===== src/rtl/mc_occ_pkg.sv =====
package mc_occ_pkg;

    typedef enum logic [1:0] {
        OP_ADD   = 2'd0,
        OP_RIP   = 2'd1,
        OP_CLEAR = 2'd2,
        OP_SCAN  = 2'd3
    } occ_op_e;

    typedef enum logic [2:0] {
        ST_IDLE,
        ST_UPDATE,
        ST_CLEAR,
        ST_SCAN,
        ST_DONE
    } occ_state_e;

endpackage


===== src/rtl/mc_occ_bitmap.sv =====
module mc_occ_bitmap #(
    parameter int MC = 8,
    parameter int TW = 16
) (
    input  logic [TW-1:0] arr,
    input  logic [TW:0]   leave,
    input  logic [TW-1:0] tu,
    input  logic [TW-1:0] tgb,
    output logic [MC-1:0] bm
);
    // wide enough for MC*tu + tgb without wrap
    localparam int XW = TW + $clog2(MC + 1) + 1;

    logic [XW-1:0] arr_x;
    logic [XW-1:0] lvg_x;

    assign arr_x = XW'(arr);
    // leave + tgb compared against (i-1)*tu avoids a negative lower bound
    assign lvg_x = XW'(leave) + XW'(tgb);

    for (genvar g = 0; g < MC; g++) begin : g_bit
        logic [XW-1:0] hi_lim;
        logic [XW-1:0] lo_lim;
        assign hi_lim = XW'(g + 1) * XW'(tu) + XW'(tgb);
        assign lo_lim = XW'(g) * XW'(tu);
        assign bm[g]  = (arr_x <= hi_lim) && (lvg_x >= lo_lim);
    end

endmodule


===== src/rtl/mc_occ_rowupd.sv =====
module mc_occ_rowupd #(
    parameter int MC = 8,
    parameter int CW = 4
) (
    input  logic [MC*CW-1:0] row_in,
    input  logic [MC-1:0]    bm,
    input  logic             rip,
    output logic [MC*CW-1:0] row_out,
    output logic             fault
);
    logic [MC*CW-1:0] row_nx;
    logic [MC-1:0]    lane_fault;

    for (genvar g = 0; g < MC; g++) begin : g_lane
        logic [CW-1:0] lane;
        logic [CW-1:0] lane_nx;
        assign lane           = row_in[g*CW +: CW];
        assign lane_nx        = rip ? (lane - CW'(1)) : (lane + CW'(1));
        assign lane_fault[g]  = bm[g] & (rip ? (lane == '0) : (&lane));
        assign row_nx[g*CW +: CW] = bm[g] ? lane_nx : lane;
    end

    assign fault   = |lane_fault;
    assign row_out = fault ? row_in : row_nx;

endmodule


===== src/rtl/mc_occ_store.sv =====
module mc_occ_store #(
    parameter int WIRES = 16,
    parameter int MC    = 8,
    parameter int CW    = 4
) (
    input  logic                     clk,
    input  logic                     rst_n,
    input  logic                     clr,
    input  logic                     wr_en,
    input  logic [$clog2(WIRES)-1:0] wr_addr,
    input  logic [MC*CW-1:0]         wr_row,
    input  logic [$clog2(WIRES)-1:0] rd_addr,
    output logic [MC*CW-1:0]         rd_row
);
    localparam int ROWW = MC * CW;

    logic [ROWW-1:0] mem [WIRES];

    always_ff @(posedge clk or negedge rst_n) begin
        if (!rst_n) begin
            for (int w = 0; w < WIRES; w++) mem[w] <= '0;
        end else if (clr) begin
            for (int w = 0; w < WIRES; w++) mem[w] <= '0;
        end else if (wr_en) begin
            mem[wr_addr] <= wr_row;
        end
    end

    assign rd_row = mem[rd_addr];

    AST_CLEAR_ZERO: assert property (@(posedge clk) disable iff (!rst_n)
        clr |=> (rd_row == '0));

endmodule


===== src/rtl/mc_occ_tracker.sv =====
module mc_occ_tracker #(
    parameter int MC    = 8,
    parameter int WIRES = 16,
    parameter int CW    = 4,
    parameter int TW    = 16
) (
    input  logic                     clk,
    input  logic                     rst_n,
    input  logic                     cfg_we,
    input  logic                     cfg_sel,
    input  logic [TW-1:0]            cfg_data,
    input  logic                     cmd_valid,
    input  logic [1:0]               cmd_op,
    input  logic [$clog2(WIRES)-1:0] cmd_wire,
    input  logic [TW-1:0]            cmd_arrival,
    input  logic [TW-1:0]            cmd_delay,
    output logic                     busy,
    output logic                     done,
    output logic                     legal,
    output logic                     err_sticky,
    output logic [MC-1:0]            bitmap,
    output logic [MC*CW-1:0]         occ_row
);
    import mc_occ_pkg::*;

    localparam int AW   = $clog2(WIRES);
    localparam int ROWW = MC * CW;

    occ_state_e      state_q, state_d;
    occ_op_e         op_q;
    logic [AW-1:0]   wire_q;
    logic [TW-1:0]   arr_q;
    logic [TW:0]     leave_q;
    logic [TW-1:0]   tu_q;
    logic [TW-1:0]   tgb_q;
    logic [AW-1:0]   scan_idx_q;
    logic            fail_acc_q;
    logic            legal_q;
    logic            err_q;
    logic [ROWW-1:0] row_q;
    logic [MC-1:0]   bm_q;

    logic            accept;
    logic            scan_last;
    logic [AW-1:0]   rd_addr;
    logic [ROWW-1:0] rd_row;
    logic [ROWW-1:0] upd_row;
    logic            upd_fault;
    logic [MC-1:0]   bm_w;
    logic [MC-1:0]   lane_over;
    logic            row_over;
    logic            store_clr;
    logic            store_we;

    assign accept    = cmd_valid && (state_q == ST_IDLE);
    assign scan_last = (scan_idx_q == AW'(WIRES - 1));
    assign rd_addr   = (state_q == ST_SCAN) ? scan_idx_q : wire_q;

    mc_occ_bitmap #(.MC(MC), .TW(TW)) u_bitmap (
        .arr   (arr_q),
        .leave (leave_q),
        .tu    (tu_q),
        .tgb   (tgb_q),
        .bm    (bm_w)
    );

    mc_occ_rowupd #(.MC(MC), .CW(CW)) u_rowupd (
        .row_in  (rd_row),
        .bm      (bm_w),
        .rip     (op_q == OP_RIP),
        .row_out (upd_row),
        .fault   (upd_fault)
    );

    mc_occ_store #(.WIRES(WIRES), .MC(MC), .CW(CW)) u_store (
        .clk     (clk),
        .rst_n   (rst_n),
        .clr     (store_clr),
        .wr_en   (store_we),
        .wr_addr (wire_q),
        .wr_row  (upd_row),
        .rd_addr (rd_addr),
        .rd_row  (rd_row)
    );

    // a lane is over capacity when it holds 2 or more
    for (genvar g = 0; g < MC; g++) begin : g_over
        assign lane_over[g] = |rd_row[g*CW+1 +: CW-1];
    end
    assign row_over = |lane_over;

    // next-state logic
    always_comb begin
        state_d = state_q;
        unique case (state_q)
            ST_IDLE: begin
                if (accept) begin
                    unique case (occ_op_e'(cmd_op))
                        OP_ADD, OP_RIP: state_d = ST_UPDATE;
                        OP_CLEAR:       state_d = ST_CLEAR;
                        OP_SCAN:        state_d = ST_SCAN;
                        default:        state_d = ST_IDLE;
                    endcase
                end
            end
            ST_UPDATE: state_d = ST_IDLE;
            ST_CLEAR:  state_d = ST_IDLE;
            ST_SCAN:   if (scan_last) state_d = ST_DONE;
            ST_DONE:   state_d = ST_IDLE;
            default:   state_d = ST_IDLE;
        endcase
    end

    // state register
    always_ff @(posedge clk or negedge rst_n) begin
        if (!rst_n) state_q <= ST_IDLE;
        else        state_q <= state_d;
    end

    // outputs decoded from state
    always_comb begin
        busy      = 1'b1;
        done      = 1'b0;
        store_clr = 1'b0;
        store_we  = 1'b0;
        unique case (state_q)
            ST_IDLE:   busy = 1'b0;
            ST_UPDATE: store_we = !upd_fault;
            ST_CLEAR:  store_clr = 1'b1;
            ST_SCAN:   ;
            ST_DONE:   done = 1'b1;
            default:   busy = 1'b0;
        endcase
    end

    // command latch, configuration, results
    always_ff @(posedge clk or negedge rst_n) begin
        if (!rst_n) begin
            op_q       <= OP_ADD;
            wire_q     <= '0;
            arr_q      <= '0;
            leave_q    <= '0;
            tu_q       <= '0;
            tgb_q      <= '0;
            scan_idx_q <= '0;
            fail_acc_q <= 1'b0;
            legal_q    <= 1'b1;
            err_q      <= 1'b0;
            row_q      <= '0;
            bm_q       <= '0;
        end else begin
            if (cfg_we) begin
                if (cfg_sel) tgb_q <= cfg_data;
                else         tu_q  <= cfg_data;
            end
            if (accept) begin
                op_q       <= occ_op_e'(cmd_op);
                wire_q     <= cmd_wire;
                arr_q      <= cmd_arrival;
                leave_q    <= {1'b0, cmd_arrival} + {1'b0, cmd_delay};
                scan_idx_q <= '0;
                fail_acc_q <= 1'b0;
            end
            if (state_q == ST_UPDATE) begin
                row_q <= upd_row;
                bm_q  <= bm_w;
                if (upd_fault) err_q <= 1'b1;
            end
            if (state_q == ST_SCAN) begin
                scan_idx_q <= scan_idx_q + AW'(1);
                fail_acc_q <= fail_acc_q | row_over;
                if (scan_last) legal_q <= !(fail_acc_q | row_over);
            end
        end
    end

    assign legal      = legal_q;
    assign err_sticky = err_q;
    assign bitmap     = bm_q;
    assign occ_row    = row_q;

    AST_DONE_PULSE: assert property (@(posedge clk) disable iff (!rst_n)
        done |=> !done);
    AST_ERR_STICKY: assert property (@(posedge clk) disable iff (!rst_n)
        err_sticky |=> err_sticky);
    AST_FAULT_FLAGS: assert property (@(posedge clk) disable iff (!rst_n)
        (state_q == ST_UPDATE && upd_fault) |=> err_sticky);
    AST_BITMAP_RUN: assert property (@(posedge clk) disable iff (!rst_n)
        (state_q == ST_UPDATE) |-> ($countones(bm_w & ~(bm_w << 1)) <= 1));
    AST_ROW_HELD: assert property (@(posedge clk) disable iff (!rst_n)
        (state_q != ST_UPDATE) |=> $stable(occ_row));
    AST_SCAN_BUSY: assert property (@(posedge clk) disable iff (!rst_n)
        (state_q == ST_SCAN) |=> busy);

endmodule


===== config.mk =====
export PLATFORM = sky130hd
export DESIGN_NAME = mc_occ_tracker
export DESIGN_NICKNAME = d
export VERILOG_FILES = /design/src/rtl/mc_occ_pkg.sv /design/src/rtl/mc_occ_bitmap.sv /design/src/rtl/mc_occ_rowupd.sv /design/src/rtl/mc_occ_store.sv /design/src/rtl/mc_occ_tracker.sv
export SDC_FILE = /design/constraint.sdc
export NUM_CORES = 2
export LEC_CHECK = 0
export CAP_MARGIN = 20
export CORE_MARGIN = 2
export CORE_UTILIZATION = 60
export DETAILED_ROUTE_END_ITERATION = 6
export PLACE_DENSITY_LB_ADDON = 0.12
export SYNTH_ARGS = -nofsm -noshare
export SYNTH_HDL_FRONTEND = slang
export SYNTH_HIERARCHICAL = 1
export SYNTH_SLANG_ARGS = --single-unit

===== constraint.sdc =====
create_clock -name clk -period 8.1 [get_ports clk]
set_input_delay 2.025 -clock clk [delete_from_list [all_inputs] [get_ports clk]]
set_output_delay 2.025 -clock clk [all_outputs]
set_load 0.005 [all_outputs]

==> impl_metrics.env <==
export IMPL_status="finished with violations"
export IMPL_violations="design-rule violations"
export IMPL_track_usage_pct=37.6
export IMPL_critical_path_required_ns=8.62
export IMPL_syn_num_nets=5577
export IMPL_cp_arrival_ns=8.26
export IMPL_crit_path_end_kind="flip-flop"
export IMPL_regArea_mm2=0.0158
export IMPL_antenna_found_initial=9
export IMPL_ys_ff_latch=633
export IMPL_worst_r2r_cell_count=30
export IMPL_cts_buffer_depth=3
export IMPL_worst_slew_pin_slew_ns=1.17
export IMPL_cts_tree="yes"
export IMPL_fmax_mhz=129
export IMPL_grt_max_degree=179
export IMPL_die_w_um=281
export IMPL_relSlewSlack_pct=21.4
export IMPL_syn2layout_area_growth_pct=10.0
export IMPL_synthArstFlopShare_pct=100
export IMPL_firstDrtPassIters=7
export IMPL_synth_ff_type="dfrtp_1"
export IMPL_grt_pass1_vias=40400
export IMPL_ir_drop_mv=0.312
export IMPL_wl_per_cell_um=25.0
export IMPL_overflow=0
export IMPL_cp_buffers_inverters=3
export IMPL_clkTransAtPathRegs_ns=0.06
export IMPL_powerDensity_mw_per_mm2=375
export IMPL_drv_slew=0
export IMPL_drc=5
export IMPL_drive_above_1_share_pct=10.7
export IMPL_ys_types=100
export IMPL_rows=101
export IMPL_r2r_end="u_store/mem[237]"
export IMPL_synth_seq_area_share_pct=34.4
export IMPL_netlist_instances=5029
export IMPL_criticalPathCategory="flip-flop to flip-flop"
export IMPL_finClkSkew_ns=0.0417
export IMPL_cp_max_fo=17
export IMPL_drtAntennaViolNets=0
export IMPL_power_w=0.0190
export IMPL_syn_area_mm2=0.0461
export IMPL_first_iter_violations=4916
export IMPL_regToRegSetupSlack_ns=0.35
export IMPL_startpoint_type="flip-flop"
export IMPL_fill_cells=6177
export IMPL_cts_buffers=71
export IMPL_place_hpwl_um=96000
export IMPL_synth_warnings=6
export IMPL_slowest_delay_ns=0.54
export IMPL_setup_viol_count_final=0
export IMPL_drt_total_wl_um=151000
export IMPL_hold_viol=0
export IMPL_critPathTopFamily="simple AND/OR/NAND/NOR gates"
export IMPL_htreeDepth=3
export IMPL_port_buffers=102
export IMPL_cp_depth=30
export IMPL_cp_endpoint="u_store/mem[237]"
export IMPL_maxCapViolations=0
export IMPL_p_leak_nw=22.4
export IMPL_via_count=41400
export IMPL_synth_edff_count=0
export IMPL_clock_sinks=633
export IMPL_avgSynthCellArea_um2=9.16
export IMPL_hold_ws_ns=0.481
export IMPL_hold_class="flip-flop to flip-flop"
export IMPL_layout_min_cycle_time_ns=7.75
export IMPL_grt_pass1_wl_um=233000
export IMPL_rr_startpoint="tu_q[0]"
export IMPL_root_buffer="clkbuf_16"
export IMPL_fp_dieH_um=281
export IMPL_crit_start="tu_q[0]"
export IMPL_place_congestion=0.980
export IMPL_fin_crit_sh_pct=95.6
export IMPL_clk_latency_ns=0.64
export IMPL_coreArea_mm2=0.0759
export IMPL_die_area_mm2=0.0790
export IMPL_io_pins=103
export IMPL_viasPerCell=6.89
export IMPL_start_util_pct=60.7
export IMPL_multiInputGateArea_mm2=0.0281
export IMPL_cpMaxStageDelayCell="nor4_1"
export IMPL_nNetsFinal=5475
==> what timing repair did <==
item | 4_1_cts | 5_1_grt
setup buffers | 0 | 2
endpoints found under the setup margin | 0 | 541
hold buffers | 0 | 0
hold endpoints to repair | 0 | 0
gates resized for setup | 0 | 31
==> cell usage in the layout, fill, tap and decap left out, drive strengths merged, types with 83 or more instances in the layout <==
master         count
a21oi            699
o21ai            648
dfrtp            632
nand3            559
ha               455
nand2            238
inv              148
buf              137
mux4             128
a21o             115
xnor2            112
clkbuf           104
nor2             103
clkdlybuf4s50    101
mux2              83
==> worst register-to-register path: cells and delay by family (launching register included) <==
family,cells,cell delay (ns)
fa+ha+maj,4,1.45
xor+xnor,2,0.31
simple gates,11,2.55
compound gates,9,1.95
mux,1,0.26
flops,1,0.44
buf+inv,3,0.70
==> cell usage after synthesis (all sizes together) (41+ instances only) <==
cell	instances	area, um^2
a21o	115	863
a21oi	699	3510
a22oi	67	503
buf	111	592
clkbuf	304	1140
dfrtp	632	15800
ha	455	5690
inv	143	537
mux2	83	942
mux4	128	2880
nand2	238	901
nand2b	41	259
nand3	559	2800
nor2	103	387
nor2b	46	295
o21ai	648	3250
xnor2	112	988
xor2	75	657
==> per-stage QoR <==
stage	instances	utilization, %	setup slack (ns)	TNS [ns]	instance area, um^2
floorplan	5029	-	0.683	0	46100
global placement	5876	63.4	0.299	0	48100
detailed placement	5877	63.4	0.128	0	48200
CTS	6005	66.5	0.0713	0	50500
global route	6012	66.7	-0.0146	-0.108	50700
finish	6014	66.7	0.353	0	50700
==> registers in the layout (all words and copies together) (netlist names) <==
signal       flops
u_store/mem    512
occ_row         32
leave_q         17
arr_q           16
tgb_q           16
tu_q            16
bitmap           8
scan_idx_q       4
wire_q           4
state_q          3
op_q             2
err_sticky       1
fail_acc_q       1
legal            1
==> logic make-up after synthesis <==
group / Yosys count / synth area share [%]
simple gates: 1183 / 12.9
mux: 222 / 8.54
xor+xnor: 187 / 3.57
compound gates: 1757 / 21.8
buf+inv: 558 / 4.93
flops: 633 / 34.4
fa+ha+maj: 489 / 13.8
==> routing by layer <==
metal | wire [um] | global-route usage, % | vias to the layer above
met1 | 61400 | 52.9 | 20600
li1 | - | - | 18400
met2 | 67600 | 57.2 | 2114
met5 | 78 | 0 | -
met3 | 14700 | 6.19 | 391
met4 | 6920 | 17.0 | 10
==> power by group <==
group	switching, W	leakage [nW]	internal (W)
Sequential	0.000362	8.67	0.00345
Clock	0.00140	1.15	0.00183
Combinational	0.00741	12.6	0.00455
Total	0.00918	22.4	0.00983
==> area by class of cell <==
class	instances	area share [%]
antenna	2	0.00987
sequential	633	31.2
clock buffer	102	4.07
inverter	143	1.06
clock inverter	26	0.526
multi-input combinational	3838	55.5
timing repair buffer	240	5.01
tap	1030	2.54
==> how the worst min path moves through the flow <==
stage	start	end	slack [ns]	depth (start not counted)
after global placement	arr_q[0]	arr_q[0]	0.46	2
after global routing	leave_q[3]	leave_q[3]	0.51	2
final	op_q[0]	op_q[0]	0.48	2
after CTS	op_q[0]	op_q[0]	0.49	2
after floorplan	op_q[0]	op_q[0]	0.44	2
after detailed placement	arr_q[0]	arr_q[0]	0.47	2
Power figures use the tool's default switching activity.
